===== src/rtl/flag_alu_pkg.sv =====
package flag_alu_pkg;
  localparam int DATA_W = 32;
  localparam int OPC_W  = 3;

  typedef enum logic [OPC_W-1:0] {
    OPC_AND  = 3'b000,
    OPC_OR   = 3'b001,
    OPC_ADD  = 3'b010,
    OPC_SUB  = 3'b110,
    OPC_LESS = 3'b111
  } opcode_e;

  typedef enum logic [2:0] {
    SEL_AND  = 3'd0,
    SEL_OR   = 3'd1,
    SEL_SUM  = 3'd2,
    SEL_LESS = 3'd3,
    SEL_ZERO = 3'd4
  } result_sel_e;

  typedef struct packed {
    logic        invertB;
    logic        carryIn;
    logic        arithFlags;
    result_sel_e resultSel;
  } alu_ctrl_t;
endpackage


===== src/rtl/alu_bit_slice.sv =====
module alu_bit_slice (
  input  logic aBit,
  input  logic bBit,
  input  logic invertB,
  input  logic carryIn,
  output logic andBit,
  output logic orBit,
  output logic sumBit,
  output logic carryOut
);
  logic bEff;

  always_comb begin
    bEff     = bBit ^ invertB;
    andBit   = aBit & bBit;
    orBit    = aBit | bBit;
    sumBit   = aBit ^ bEff ^ carryIn;
    carryOut = (aBit & bEff) | (aBit & carryIn) | (bEff & carryIn);
  end
endmodule


===== src/rtl/alu_ctrl.sv =====
module alu_ctrl
  import flag_alu_pkg::*;
#(
  parameter int OP_W = OPC_W
) (
  input  logic [OP_W-1:0] opCode,
  output alu_ctrl_t       ctrl
);
  localparam int TOP_BIT = OP_W - 1;

  always_comb begin
    ctrl.invertB    = opCode[TOP_BIT];
    ctrl.carryIn    = opCode[TOP_BIT];
    ctrl.resultSel  = SEL_ZERO;
    ctrl.arithFlags = 1'b0;
    case (opCode)
      OPC_AND:  ctrl.resultSel = SEL_AND;
      OPC_OR:   ctrl.resultSel = SEL_OR;
      OPC_ADD:  begin ctrl.resultSel = SEL_SUM;  ctrl.arithFlags = 1'b1; end
      OPC_SUB:  begin ctrl.resultSel = SEL_SUM;  ctrl.arithFlags = 1'b1; end
      OPC_LESS: ctrl.resultSel = SEL_LESS;
      default:  ctrl.resultSel = SEL_ZERO;
    endcase
  end

  // subtraction and comparison must run the adder as A + ~B + 1
  always_comb begin
    if (opCode == OPC_SUB || opCode == OPC_LESS)
      assert_sub_setup_R4: assert (ctrl.invertB && ctrl.carryIn)
        else $error("subtract setup wrong");
  end
endmodule


===== src/rtl/alu_datapath.sv =====
module alu_datapath
  import flag_alu_pkg::*;
#(
  parameter int WIDTH = DATA_W
) (
  input  logic [WIDTH-1:0] aIn,
  input  logic [WIDTH-1:0] bIn,
  input  alu_ctrl_t        ctrl,
  output logic [WIDTH-1:0] resOut,
  output logic             zeroOut,
  output logic             ovfOut,
  output logic             carryOut
);
  localparam int MSB = WIDTH - 1;

  logic [WIDTH:0]   carry;
  logic [WIDTH-1:0] andVec, orVec, sumVec;
  logic             ovfRaw, lessBit;

  assign carry[0] = ctrl.carryIn;

  for (genvar i = 0; i < WIDTH; i++) begin : g_slice
    alu_bit_slice u_slice (
      .aBit    (aIn[i]),
      .bBit    (bIn[i]),
      .invertB (ctrl.invertB),
      .carryIn (carry[i]),
      .andBit  (andVec[i]),
      .orBit   (orVec[i]),
      .sumBit  (sumVec[i]),
      .carryOut(carry[i+1])
    );
  end

  always_comb begin
    ovfRaw  = carry[WIDTH] ^ carry[MSB];
    lessBit = sumVec[MSB] ^ ovfRaw;
    case (ctrl.resultSel)
      SEL_AND:  resOut = andVec;
      SEL_OR:   resOut = orVec;
      SEL_SUM:  resOut = sumVec;
      SEL_LESS: resOut = {{(WIDTH-1){1'b0}}, lessBit};
      default:  resOut = '0;
    endcase
    zeroOut  = ~|resOut;
    ovfOut   = ctrl.arithFlags & ovfRaw;
    carryOut = ctrl.arithFlags & carry[WIDTH];
  end

  // the ripple chain agrees with a word-level sum
  always_comb begin
    if (ctrl.resultSel == SEL_SUM && !ctrl.invertB)
      assert_add_R3: assert ({carryOut, resOut} == {1'b0, aIn} + {1'b0, bIn})
        else $error("add mismatch");
    if (ctrl.resultSel == SEL_SUM && ctrl.invertB)
      assert_sub_R4: assert (resOut == aIn - bIn && carryOut == (aIn >= bIn))
        else $error("sub mismatch");
  end

  // the comparison matches a signed compare
  always_comb begin
    if (ctrl.resultSel == SEL_LESS)
      assert_less_R6: assert (resOut == {{(WIDTH-1){1'b0}}, ($signed(aIn) < $signed(bIn))})
        else $error("less-than mismatch");
  end
endmodule


===== src/rtl/flag_alu.sv =====
module flag_alu
  import flag_alu_pkg::*;
(
  input  logic [31:0] opA,
  input  logic [31:0] opB,
  input  logic [2:0]  opCode,
  output logic [31:0] result,
  output logic        zeroFlag,
  output logic        overflowFlag,
  output logic        carryFlag
);
  alu_ctrl_t ctrl;

  alu_ctrl #(.OP_W(OPC_W)) u_ctrl (
    .opCode(opCode),
    .ctrl  (ctrl)
  );

  alu_datapath #(.WIDTH(DATA_W)) u_dp (
    .aIn     (opA),
    .bIn     (opB),
    .ctrl    (ctrl),
    .resOut  (result),
    .zeroOut (zeroFlag),
    .ovfOut  (overflowFlag),
    .carryOut(carryFlag)
  );

  // the carry-based overflow agrees with the operand sign rule
  always_comb begin
    if (opCode == 3'b010)
      assert_add_overflow_R5: assert (overflowFlag ==
          ((opA[31] == opB[31]) && (result[31] != opA[31])))
        else $error("add overflow mismatch");
    if (opCode == 3'b110)
      assert_sub_overflow_R5: assert (overflowFlag ==
          ((opA[31] != opB[31]) && (result[31] != opA[31])))
        else $error("sub overflow mismatch");
  end

  // unused opcodes are silent
  always_comb begin
    if (opCode == 3'b011 || opCode == 3'b100 || opCode == 3'b101)
      assert_unused_quiet_R8: assert (result == '0 && zeroFlag && !overflowFlag && !carryFlag)
        else $error("unused opcode leaked");
  end

  // logic ops raise no arithmetic flags, and zero tracks the AND result
  always_comb begin
    if (opCode == 3'b000)
      assert_and_zero_R7: assert (zeroFlag == ((opA & opB) == '0) && !overflowFlag && !carryFlag)
        else $error("and flags wrong");
  end
endmodule


===== config.mk =====
export PLATFORM = sky130hd
export DESIGN_NAME = flag_alu
export DESIGN_NICKNAME = d
export VERILOG_FILES = /design/src/rtl/flag_alu_pkg.sv /design/src/rtl/alu_bit_slice.sv /design/src/rtl/alu_ctrl.sv /design/src/rtl/alu_datapath.sv /design/src/rtl/flag_alu.sv
export SDC_FILE = /design/constraint.sdc
export NUM_CORES = 1
export LEC_CHECK = 0
export BUFFER_PORTS_ARGS = -buffer_cell sky130_fd_sc_hd__clkbuf_2
export CORE_UTILIZATION = 51
export DETAILED_ROUTE_END_ITERATION = 10
export PLACE_DENSITY = 0.9
export SYNTH_ARGS = -nofsm -noshare
export SYNTH_HDL_FRONTEND = slang
export SYNTH_SLANG_ARGS = --single-unit

===== constraint.sdc =====
create_clock -name vclk -period 23.5
set_clock_uncertainty 0.2 [all_clocks]
set_input_delay 2.35 -clock vclk [all_inputs]
set_output_delay 2.35 -clock vclk [all_outputs]
set_load 0.005 [all_outputs]

==> metrics.txt <==
status complete, no violations; Starting Density ~54%; max incr delay on CP about 0.46 ns; most numerous cell in the Yosys netlist fa_1; initial antenna violation count 0; drt drc 0; Post-Syn Nets between 200 and 300; Synth Instances 183; Die W ~62 um; Post-Route WL 4.75 mm; Storage cell area 0 um2; top cells by count, synth 32 x fa_1, 27 x xor2_1, 25 x a22o_1, 25 x maj3_1, 10 x inv_1; setup TNS 0 ns; Mapped Area between 1500 and 2000 um2; crit share post-route about 80%; Post-CTS Setup Bufs 0; Worst Path Required around 21 ns; post-DR wirelength/cell ~15 um; Slowest cell on crit path buf_4; Pre-Repair DR Iteration Count 4; startpoint type of the worst setup path input port; Final ANT Viol Nets 0; WP buf/inv 6; layout cell share with drive strength beyond 1 about two fifths; GR Util met1 32.8%; Final nets approximately 370; Max Fclk ~53 MHz; hold crit path type input port to primary output; FFs & Latches 0; total power 0.0648 mW; largest net degree at the start of global routing 40; PortBufs 102; max-cap violations 0; diode count 0; WHS 4.95 ns; Max IR drop VDD around 0.000017 V; Critical Path Most Common Cell fa_1; worst-margin pin slew approximately 1.1 ns; final core utilization slightly below 70%; fin crit period between 15 and 20 ns; syn_area_per_cell a little over 10 um2; via/cell ratio 5.54; pwr dens about 28 nW/um2; first-pass GRT wire length ~8.0 mm; die area approximately 3900 um2; FP Rows 21; clock buf count 0; RePlAce Congestion 0.737; fin cells around 320; iteration-0 DRC count of the detailed router 79; max-slew violations 0; number of library cell types mapped by synthesis 33; critical path class input port to primary output; CP arrival about 16 ns; Crit path max-delay family adder cells; largest area contributor in the netlist fa_1; DP Cell Count between 300 and 400; Synth area leaders fa_1 35%, maj3_1 13%, xor2_1 13%; total number of yosys warnings 0; Slew headroom roughly 24%; hold_buf cts 0; Overall Global Routing Usage 25.1%; CP max FO 36; Global Route met2 Usage around 47%; RSZ-0062 raised after global routing no; CP endpoint kind primary output; I/O pin count 102; post-CTS sizing 0; Die H between 60 and 70 um; dpl hpwl between 3 and 4 mm; final setup fails 0; GR peak layer met2; top-area cell type share of the netlist area about a third; hold violation total from the final report 0; Seq/Total Area, Yosys 0%; Area Growth Syn to Fin 25.8%; M3 GR Usage 2.57%; vias roughly 1800; Core ar. 3420 um2; Leak Pwr ~1.1 nW; fillers about 300; number of global-route vias before repair about 1800; Remaining Overflow, GRT 0
## metal layers
layer | vias to the layer above | part of all wire, %
li1 | 833 | -
met1 | 855 | 43
met2 | 71 | 51
met3 | 4 | 5.5
met4 | 0 | 0.44
met5 | - | 0
## stage by stage
step           area (um2)  worst slack [ns]
2_1_floorplan        1850              5.71
6_report             2330              4.73
3_3_place_gp         2330              5.02
5_1_grt              2330              4.26
3_5_place_dp         2330              4.78
4_1_cts              2330              4.74
## layout make-up
type,count,area (um2),share of cell area [%]
multi-input cells,159,1720,73.7
well taps,46,57.6,2.47
inverters,10,37.5,1.61
repair buffers,103,518,22.2
## cell families (layout without fill, tap and decap cells)
logic type,Yosys count,count (layout),share of synthesized area [%]
AO/OA/AOI/OAI,37,37,15.9
XOR/XNOR,33,33,15.6
adder cells (fa/ha/maj),62,62,51.1
buffers and inverters,24,113,7.35
multiplexers,1,1,0.540
AND/OR/NAND/NOR,26,26,9.58
## cells in the final DEF, fill, tap and decap left out
cell type and instances:
nor2b_2 1, nor2b_1 1, nand3b_1 1, a31o_2 1, a22o_1 25, maj3_2 5, a21oi_1 2, and4bb_1 1
inv_1 10, nand2_1 3, nor4b_2 1, buf_4 1, o21ai_0 6, nor2_1 4, nor4_1 3, clkbuf_2 102
nand2b_1 3, nor4b_1 1, nor2_2 1, nor3_1 1, xor2_1 27, nand3_1 1, fa_1 32, mux2i_1 1
a2bb2oi_1 1, a221oi_1 2, maj3_1 25, and3b_1 1, nor4bb_1 1, xnor2_1 6, nand4bb_1 2
## path summary, 6_finish.rpt
path / start / slack (ns) / cells past startpoint / end
max: opCode[2] / 4.73 / 42 / zeroFlag
min: opA[2] / 4.95 / 5 / result[2]
## power by group
group | total, mW | switching [mW] | internal (mW) | leakage (nW)
Sequential | 0 | 0 | 0 | 0
Combinational | 0.0648 | 0.0328 | 0.0320 | 1.10
Clock | 0 | 0 | 0 | 0
## tightest hold or removal path, cell delays in order
cell and delay [ns]:
clkbuf_2 0.09, maj3_1 0.14, a2bb2oi_1 0.07, inv_1 0.05, clkbuf_2 0.10
(Power assumes the default switching activity.)
